===== src/rtl/bmr_pkg.sv =====
package bmr_pkg;

  typedef enum logic [1:0] {
    SZ_BYTE = 2'd0,
    SZ_HALF = 2'd1,
    SZ_WORD = 2'd2,
    SZ_WALT = 2'd3
  } acc_size_e;

  localparam int WORD_W = 32;

  // ones over the access width
  function automatic logic [WORD_W-1:0] width_mask(input acc_size_e sz);
    case (sz)
      SZ_BYTE: width_mask = 32'h0000_00FF;
      SZ_HALF: width_mask = 32'h0000_FFFF;
      default: width_mask = 32'hFFFF_FFFF;
    endcase
  endfunction

  function automatic logic [2:0] size_bytes(input acc_size_e sz);
    case (sz)
      SZ_BYTE: size_bytes = 3'd1;
      SZ_HALF: size_bytes = 3'd2;
      default: size_bytes = 3'd4;
    endcase
  endfunction

endpackage


===== src/rtl/bm_chan_regs.sv =====
module bm_chan_regs
  import bmr_pkg::*;
(
  input  logic              clk,
  input  logic              rst,
  input  logic              wr,
  input  logic [2:0]        off,
  input  logic [1:0]        size,
  input  logic [WORD_W-1:0] wdata,
  input  logic              ev_done,
  input  logic              ev_err,
  output logic [WORD_W-1:0] rd_word,
  output logic              run,
  output logic              dir
);

  localparam logic [7:0] ST_RW_MASK  = 8'h60;
  localparam logic [7:0] ST_KEEP     = 8'h01;
  localparam logic [7:0] ST_W1C_MASK = 8'h06;

  acc_size_e  sz;
  logic       is_byte;
  logic       cmd_wr, st_wr, ptr_wr;
  logic [7:0] st_q, st_d;
  logic       run_q, dir_q;
  logic [WORD_W-1:2] ptr_q;
  logic [WORD_W-1:0] ptr_full, ptr_d;

  assign sz      = acc_size_e'(size);
  assign is_byte = (sz == SZ_BYTE);
  assign cmd_wr  = wr && is_byte && (off == 3'd0);
  assign st_wr   = wr && is_byte && (off == 3'd2);
  assign ptr_wr  = wr && off[2];
  assign ptr_full = {ptr_q, 2'b00};

  // status next state: software policy first, events applied last so they win
  always_comb begin
    st_d = st_q;
    if (st_wr)
      st_d = (wdata[7:0] & ST_RW_MASK) | (st_q & ST_KEEP) |
             (st_q & ~wdata[7:0] & ST_W1C_MASK);
    if (cmd_wr)
      st_d[0] = wdata[0];
    if (ev_done)
      st_d[2] = 1'b1;
    if (ev_err)
      st_d[1] = 1'b1;
  end

  // descriptor pointer: lane merge, lanes beyond the window dropped
  always_comb begin
    logic [2:0] pos;
    ptr_d = ptr_full;
    for (int k = 0; k < 4; k++) begin
      pos = {1'b0, off[1:0]} + 3'(k);
      if (ptr_wr && (3'(k) < size_bytes(sz)) && !pos[2])
        ptr_d[{pos[1:0], 3'b000} +: 8] = wdata[k*8 +: 8];
    end
  end

  always_ff @(posedge clk) begin
    if (rst) begin
      st_q  <= '0;
      run_q <= 1'b0;
      dir_q <= 1'b0;
      ptr_q <= '0;
    end else begin
      st_q  <= st_d;
      ptr_q <= ptr_d[WORD_W-1:2];
      if (cmd_wr) begin
        run_q <= wdata[0];
        dir_q <= wdata[3];
      end
    end
  end

  always_comb begin
    if (off[2])
      rd_word = (ptr_full >> {off[1:0], 3'b000}) & width_mask(sz);
    else if (!is_byte)
      rd_word = width_mask(sz);
    else begin
      case (off[1:0])
        2'd0:    rd_word = {24'h0, 4'h0, dir_q, 2'b00, run_q};
        2'd2:    rd_word = {24'h0, st_q};
        default: rd_word = 32'h0000_00FF;
      endcase
    end
  end

  assign run = run_q;
  assign dir = dir_q;

  p_stat_rsvd_r4: assert property (@(posedge clk) disable iff (rst)
    (st_q[7] == 1'b0) && (st_q[4:3] == 2'b00));

  p_start_r5: assert property (@(posedge clk) disable iff (rst)
    cmd_wr |=> (st_q[0] == $past(wdata[0])) && (run_q == $past(wdata[0])));

  p_wide_wr_r2: assert property (@(posedge clk) disable iff (rst)
    (wr && !off[2] && !is_byte && !ev_done && !ev_err)
      |=> $stable(st_q) && $stable(run_q) && $stable(dir_q));

  p_done_wins_r6: assert property (@(posedge clk) disable iff (rst)
    ev_done |=> st_q[2]);

  p_err_wins_r6: assert property (@(posedge clk) disable iff (rst)
    ev_err |=> st_q[1]);

endmodule


===== src/rtl/bm_irq_mirror.sv =====
module bm_irq_mirror #(
  parameter int NCHAN = 2
) (
  input  logic             clk,
  input  logic             rst,
  input  logic [NCHAN-1:0] drv_irq,
  output logic [NCHAN-1:0] cfg_flag,
  output logic [NCHAN-1:0] legacy
);

  logic [NCHAN-1:0] flag_q, line_q;

  always_ff @(posedge clk) begin
    if (rst) begin
      flag_q <= '0;
      line_q <= '0;
    end else begin
      flag_q <= drv_irq;
      line_q <= drv_irq;
    end
  end

  assign cfg_flag = flag_q;
  assign legacy   = line_q;

  p_mirror_r8: assert property (@(posedge clk) disable iff (rst)
    1'b1 |=> (flag_q == $past(drv_irq)));

  p_legacy_r9: assert property (@(posedge clk) disable iff (rst)
    line_q == flag_q);

endmodule


===== src/rtl/dual_bm_regfile.sv =====
module dual_bm_regfile
  import bmr_pkg::*;
#(
  parameter int NCHAN = 2,
  localparam int AW = $clog2(NCHAN * 8),
  localparam int CW = AW - 3
) (
  input  logic              clk,
  input  logic              rst,
  input  logic [AW-1:0]     io_addr,
  input  logic [1:0]        io_size,
  input  logic              io_wr,
  input  logic              io_rd,
  input  logic [WORD_W-1:0] io_wdata,
  output logic [WORD_W-1:0] io_rdata,
  input  logic [NCHAN-1:0]  drv_irq,
  input  logic [NCHAN-1:0]  xfer_done,
  input  logic [NCHAN-1:0]  dma_err,
  output logic [NCHAN-1:0]  ch_run,
  output logic [NCHAN-1:0]  ch_dir,
  output logic [NCHAN-1:0]  cfg_irq_flag,
  output logic [NCHAN-1:0]  legacy_irq
);

  logic [CW-1:0]     ch_sel;
  logic [WORD_W-1:0] ch_word [NCHAN];
  logic [WORD_W-1:0] rdata_q;

  assign ch_sel = io_addr[AW-1:3];

  for (genvar g = 0; g < NCHAN; g++) begin : g_chan
    bm_chan_regs u_chan (
      .clk     (clk),
      .rst     (rst),
      .wr      (io_wr && (ch_sel == CW'(g))),
      .off     (io_addr[2:0]),
      .size    (io_size),
      .wdata   (io_wdata),
      .ev_done (xfer_done[g]),
      .ev_err  (dma_err[g]),
      .rd_word (ch_word[g]),
      .run     (ch_run[g]),
      .dir     (ch_dir[g])
    );
  end

  always_ff @(posedge clk) begin
    if (rst)
      rdata_q <= '0;
    else if (io_rd)
      rdata_q <= ch_word[ch_sel];
  end

  assign io_rdata = rdata_q;

  bm_irq_mirror #(.NCHAN(NCHAN)) u_mirror (
    .clk      (clk),
    .rst      (rst),
    .drv_irq  (drv_irq),
    .cfg_flag (cfg_irq_flag),
    .legacy   (legacy_irq)
  );

  p_wide_rd_r2: assert property (@(posedge clk) disable iff (rst)
    (io_rd && !io_addr[2] && (io_size != 2'd0)) |=> (io_rdata[15:0] == 16'hFFFF));

  p_rd_hold_r1: assert property (@(posedge clk) disable iff (rst)
    !io_rd |=> $stable(io_rdata));

endmodule


===== config.mk =====
export PLATFORM = sky130hd
export DESIGN_NAME = dual_bm_regfile
export DESIGN_NICKNAME = d
export VERILOG_FILES = /design/src/rtl/bmr_pkg.sv /design/src/rtl/bm_chan_regs.sv /design/src/rtl/bm_irq_mirror.sv /design/src/rtl/dual_bm_regfile.sv
export SDC_FILE = /design/constraint.sdc
export NUM_CORES = 1
export LEC_CHECK = 0
export ABC_AREA = 1
export BUFFER_PORTS_ARGS = -buffer_cell sky130_fd_sc_hd__buf_2
export CELL_PAD_IN_SITES_DETAIL_PLACEMENT = 2
export CELL_PAD_IN_SITES_GLOBAL_PLACEMENT = 2
export CORE_ASPECT_RATIO = 0.7
export CORE_MARGIN = 2
export CORE_UTILIZATION = 35
export CTS_BUF_LIST = sky130_fd_sc_hd__clkbuf_8
export DETAILED_ROUTE_END_ITERATION = 6
export PLACE_DENSITY = 0.95
export RECOVER_POWER = 100
export SYNTH_ARGS = -nofsm -noshare
export SYNTH_HDL_FRONTEND = slang
export SYNTH_HIERARCHICAL = 1
export SYNTH_SLANG_ARGS = --single-unit
export TNS_END_PERCENT = 20

===== constraint.sdc =====
create_clock -name clk -period 5.8 [get_ports clk]
set_clock_uncertainty 0.05 [all_clocks]
set_input_delay 0.58 -clock clk [delete_from_list [all_inputs] [get_ports clk]]
set_output_delay 0.58 -clock clk [all_outputs]
set_load 0.01 [all_outputs]

; Yosys cells after proc, flatten, opt, wreduce, memory -nomap -nowiden
; Cells that the tools add are included.
[op_classes]
shift = 10
bitwise = 11
reduce_logical = 36
muxes = 37
order_cmp = 5
n_addsub = 7
n_eq_ne = 3
[ops]
columns = cell, n
row1 = 2-to-1 mux 32 bit, 17
row2 = bitwise mux 32 bit, 8
row3 = variable shift 8 x 7 -> 32 bit (first input constant), 4
row4 = variable part select 8 x 7 -> 32 bit, 4
row5 = AND 32 bit, 2
row6 = case mux 32 bit (2 select lines), 1
row7 = >> shifter 32 x 5 -> 32 bit, 2
row8 = case mux 8 bit (2 select lines), 2
row9 = negator 5 -> 7 bit, 4
row10 = logical AND 1 bit, 24
row11 = OR 7 x 1 -> 7 bit, 2
row12 = OR 7 x 3 -> 7 bit, 2
row13 = nonzero test 2 bit, 6
row14 = adder 2 x 2 -> 3 bit (second input constant), 2
row15 = AND 3 bit, 2
row16 = less-than comparator 1 x 3 -> 1 bit (first input constant), 2
row17 = less-than comparator 2 x 3 -> 1 bit (first input constant), 2
row18 = 2-to-1 mux 1 bit, 6
row19 = 2-to-1 mux 3 bit, 2
row20 = case mux 3 bit (2 select lines), 1
row21 = logical NOT 2 bit, 2
row22 = adder 2 x 1 -> 3 bit (second input constant), 1
row23 = == test 3 x 2 -> 1 bit (second input constant), 1
row24 = logical NOT 1 bit, 3
row25 = 7 further kinds, 7
[totals]
output_inout_bits = 40
word_cells = 125
reg_bits = 114

; Logic depth before layout (Yosys ltp)
[depth]
depth_word = 11
depth_mapped = 13
depth_no_buf = 11

; By module
; The synthesis kept the hierarchy.
[by_module_without_submodules]
columns = mod, seq_area_each_um2, n_inst, cells_each, area_per_inst_um2
row1 = bm_chan_regs (g_chan[1].u_chan), 720.7, 1, 719, 3980.1
row2 = bm_chan_regs (g_chan[0].u_chan), 720.7, 1, 726, 3942.5
row3 = dual_bm_regfile, 640.6, 1, 278, 1825.5
row4 = bm_irq_mirror, 40.0, 1, 8, 70.1

; Worst setup path after synthesis
; Ideal clock, no wire load.
[synth_path]
path_type = input to register
from = input port io_addr[0]
to = register g_chan[1].u_chan/ptr_q[2] (netlist name)
slack_ns = 3.226
setup_time_ns = 0.070
cell_stages = 13
path_buffers = 4
required_ns = 5.680
arrival_ns = 2.454
cell_sequence = buf_4 -> inv_2 -> buf_2 -> buf_2 -> ha_1 -> buf_4 -> nor2_8 -> inv_2 -> nor2_4 -> nand2_2 -> o21ai_0 -> nand2_1 -> a21oi_1
[synth_between]
elab_chain_len = 10
elab_cells_between_ends = 29
classes_between = 7 x add/sub / 8 x shift / 8 x mux / 6 x reduce/logical
[synth_rtl]
columns = item, line_no
row1 = start: declaration, dual_bm_regfile.sv:10  ; input logic [AW-1:0] io_addr,
row2 = branches (longest 9 deep; another with negator 5 -> 7 bit), -
row3 = 2-to-1 mux 32 bit (*), bm_chan_regs.sv:56  ; if (ptr_wr && (3'(k) < size_bytes(sz)) && !pos[2])
row4 = end signal: assignment, bm_chan_regs.sv:69  ; ptr_q <= ptr_d[WORD_W-1:2];
row5 = end: declaration, bm_chan_regs.sv:26  ; logic [WORD_W-1:2] ptr_q;
; Mark *: on every way between the ends.
; A chain may end at the register's enable or synchronous reset.

; Final worst setup path
[layout_path]
from = input port io_addr[0]
to = register g_chan[0].u_chan/ptr_q[16] (netlist name)
[layout_between]
elab_chain_len = 10
elab_cells_between_ends = 29
classes_between = 7 x add/sub / 8 x shift / 8 x mux / 6 x reduce/logical
[layout_rtl]
columns = item, line_no
row1 = branches (longest 9 deep; another with negator 5 -> 7 bit), -
row2 = 2-to-1 mux 32 bit (*), bm_chan_regs.sv:56
row3 = end signal: assignment, bm_chan_regs.sv:69
row4 = end: declaration, bm_chan_regs.sv:26
; Marks and branches as above.

==> key figures <==
Timing
  • RSZ-0062 raised after global routing: false
  • Slew of the pin with the lowest slew margin: 2.00 ns
  • Part of the cycle the worst path needs: between 70% and 80%
  • Worst-case headroom to the max-slew limit: -33.1%
  • Final Max Tran Viols: 77
  • Achievable clock frequency: between 200 and 250 MHz
  • Number of endpoints failing setup at the final stage: 0
  • Final-layout setup total negative slack: 0 ns
  • Hold violation total from the final report: 0
  • Time the worst path needs with I/O delays and setup: 4.35 ns

Route
  • Total number of vias: between 10000 and 15000
  • Total wirelength of the detailed-routed design: 53.7 mm
  • Number of DRC violations after detailed-routing iteration 0: 1331
  • Via count normalized by instance count: 5.80
  • Wire length per cell after detailed routing: between 20 and 30 um
  • DRC violation count after routing: 0
  • Remaining antenna violation count: 0
  • Detailed-routing iteration count for the pre-antenna-repair pass: 5

Floorplan
  • Core area: 27700 um2
  • FP Rows: 51
  • Die ar.: ~29000 um2
  • Chip height: 144 um
  • Boundary Pins: 88
  • Overall die width: 204 um
  • Starting Density: 35.5%

Logic synthesis
  • Synth warn: 6
  • Number of register bits inferred by synthesis: roughly 110
  • Distinct cell type count after synthesis: 34
  • Synthesized instance count: 1731
  • Sequential area share after synthesis: 21.6%
  • Post-Syn Nets: 1797
  • Synthesized area divided by synthesized cell count: 5.67 um2
  • Area of the mapped netlist: 9820 um2

Layout
  • Final-stage net count: 1819
  • Commonest cells after routing, fill and taps aside: nand2_1, nand3_1, inv_1, nor2_1, a21oi_1
  • Filler Cell Count: 3666
  • Antenna diode count: 0
  • Area of the multi-input gates: 6280 um2
  • Most common cell after layout, fill and taps aside: nand2_1
  • Fraction of layout instances using a drive strength above 1: 8.59%
  • Syn-to-layout area delta: 4.79%
  • Sequential cell area: ~2100 um2

Pwr
  • Leak Pwr: 0.00480 uW
  • Worst ir drop on vdd: approximately 0.11 mV
  • Power per Cell Area: 175 nW/um2
  • Total design power: 1800 uW

Critical path
  • Req. time, crit path: 6.12 ns
  • Largest fanout on the critical path: 44
  • WS Path Type: input port to flop
  • Worst Setup End Kind: flop
  • Sort of element at the start of the critical path: input port
  • Series of cell instances along the critical path: clkbuf_1, buf_4, inv_1, ha_1, inv_1, nor2_1, nand2_4, nor2_1, inv_1, nand2_1, inv_1, a21oi_1
  • Top Family by Delay on Critical Path: buffers and inverters
  • Slowest cell on crit path: inv_1
  • Arrival time reported for the critical path endpoint: 4.67 ns
  • Most frequent CP cell: inv_1
  • Critical path buffer and inverter count: 6
  • Worst stage delay on the critical path: ~0.9 ns

Outcome
  • Result of the run: complete, but fails checks
  • Failing checks: capacitance limit, slew limit

Clock network
  • Number of buffers added by the clock tree synthesis step: 9
  • Clock-pin slew on the worst setup and hold paths: 0.12 ns
  • Hold-fix buffers, CTS: 0
  • Number of setup buffers added after CTS: 0
  • Clock tree from TritonCTS: built
  • Largest buffer count on any clock path: 2
  • Post-cts resize count: 0
  • CTS root buffer: clkbuf_8
  • H-tree level count: 3
  • Clock insertion delay at the later pin of the skew report: around 0.44 ns
  • Clock sink total: around 110

Flow run
  • Max capacitance violation total: 3

Global routing
  • First-pass GRT wire length: just under 80 mm
  • Vias in the first global route: 12600
  • Largest net degree at the start of global routing: 65
  • Sum of overflow across all layers after global routing: 0
  • Number of antenna violations at the first check in global routing: 1
  • Overall fraction of global-route tracks in use: 36.5%

Hold path
  • Path category of the worst min-delay check: input port to flop

Placement
  • Hpwl dp: 41.9 mm
  • Final estimated routing congestion in global placement: 1.02
  • Number of buffer cells added on primary ports: 87
-- through the flow --
stage	hold slack [ns]	area, um2	cells	worst slack, ns	util [%]
floorplan	0.394	9820	1731	3.23	-
global placement	0.413	10200	2113	2.35	36.9
detailed placement	0.431	10200	2113	2.14	36.9
CTS	0.277	10400	2129	2.62	37.6
global route	0.302	10300	2129	1.19	37.2
finish	0.295	10300	2129	1.45	37.2
-- cells in the mapped netlist --
library cell	instances	area, um2
nor3_1	7	35.0
a21oi_1	119	596
clkbuf_8	3	41.3
buf_6	11	124
a21oi_2	6	52.6
nor2_8	2	40.0
nor2_4	15	169
ha_1	18	225
inv_8	1	11.3
nand2_1	512	1920
o21ai_0	114	571
nand3_1	210	1050
buf_2	22	110
a31oi_1	18	113
buf_4	14	105
nand2_4	6	67.6
nand4_1	12	75.1
nor2_2	16	100
nor3_4	2	32.5
nand3b_1	17	128
inv_4	1	6.26
o21ai_1	10	50.1
buf_12	2	40.0
inv_1	194	728
nand2_2	25	156
o31ai_1	2	15.0
clkbuf_2	1	5.00
dfxtp_1	106	2120
buf_1	4	15.0
o211ai_1	12	90.1
inv_2	18	67.6
nor2_1	191	717
nand3_2	14	140
clkbuf_1	26	97.6
-- registers in the layout, summed over array words and instances, names as in the netlist --
signal,flops
g_chan.u_chan/st_q,10
io_rdata,32
g_chan.u_chan/dir,2
g_chan.u_chan/ptr_q,60
u_mirror/legacy,2
-- area by class of cell --
| cell class | instances | share of cell area [%] |
|---|---|---|
| Multi-Input combinational cell | 1328 | 61.0 |
| Inverter | 214 | 7.90 |
| Clock inverter | 6 | 0.426 |
| Timing Repair Buffer | 94 | 4.16 |
| Sequential cell | 106 | 20.6 |
| Clock buffer | 10 | 1.34 |
| Tap cell | 371 | 4.51 |
-- power breakdown --
part	internal (uW)	switching, uW	total (uW)
Clock	168	315	483
Combinational	128	396	524
Sequential	757	33.8	791
Total	1050	745	1800
-- worst min-delay path: cells and delay by family --
kind          cells  cell delay [ns]
simple gates      1             0.03
buf+inv           2             0.13
-- cells by family (layout without fill, tap and decap cells) --
family	count (synthesis)	in the layout	share of synthesized area, %
AND/OR/NAND/NOR	1029	1029	47.2
buffers and inverters	297	324	13.8
adder cells (fa/ha/maj)	18	18	2.29
flip-flops	106	106	21.6
AO/OA/AOI/OAI	281	281	15.1
-- layer usage --
metal  vias up  global-route usage, %  share of wire (%)
met5         -                      0              0.024
met4         2                   10.2                2.6
met2       562                   56.3                 43
li1       5558                      -                  -
met3        75                   10.5                 10
met1      6144                   49.5                 45
-- worst paths after layout --
| kind | from | endpoint | slack [ns] | cells past startpoint |
|---|---|---|---|---|
| worst max-delay path | io_addr[0] | g_chan[0].u_chan/ptr_q[16] | 1.45 | 12 |
| worst min-delay path | drv_irq[0] | u_mirror/legacy[0] | 0.29 | 3 |
| worst max register to register | g_chan[1].u_chan/ptr_q[27] | io_rdata[3] | 4.01 | 8 |
| worst min register to register | g_chan[1].u_chan/st_q[1] | g_chan[1].u_chan/st_q[1] | 0.44 | 2 |
Power figures use the tool's default switching activity.
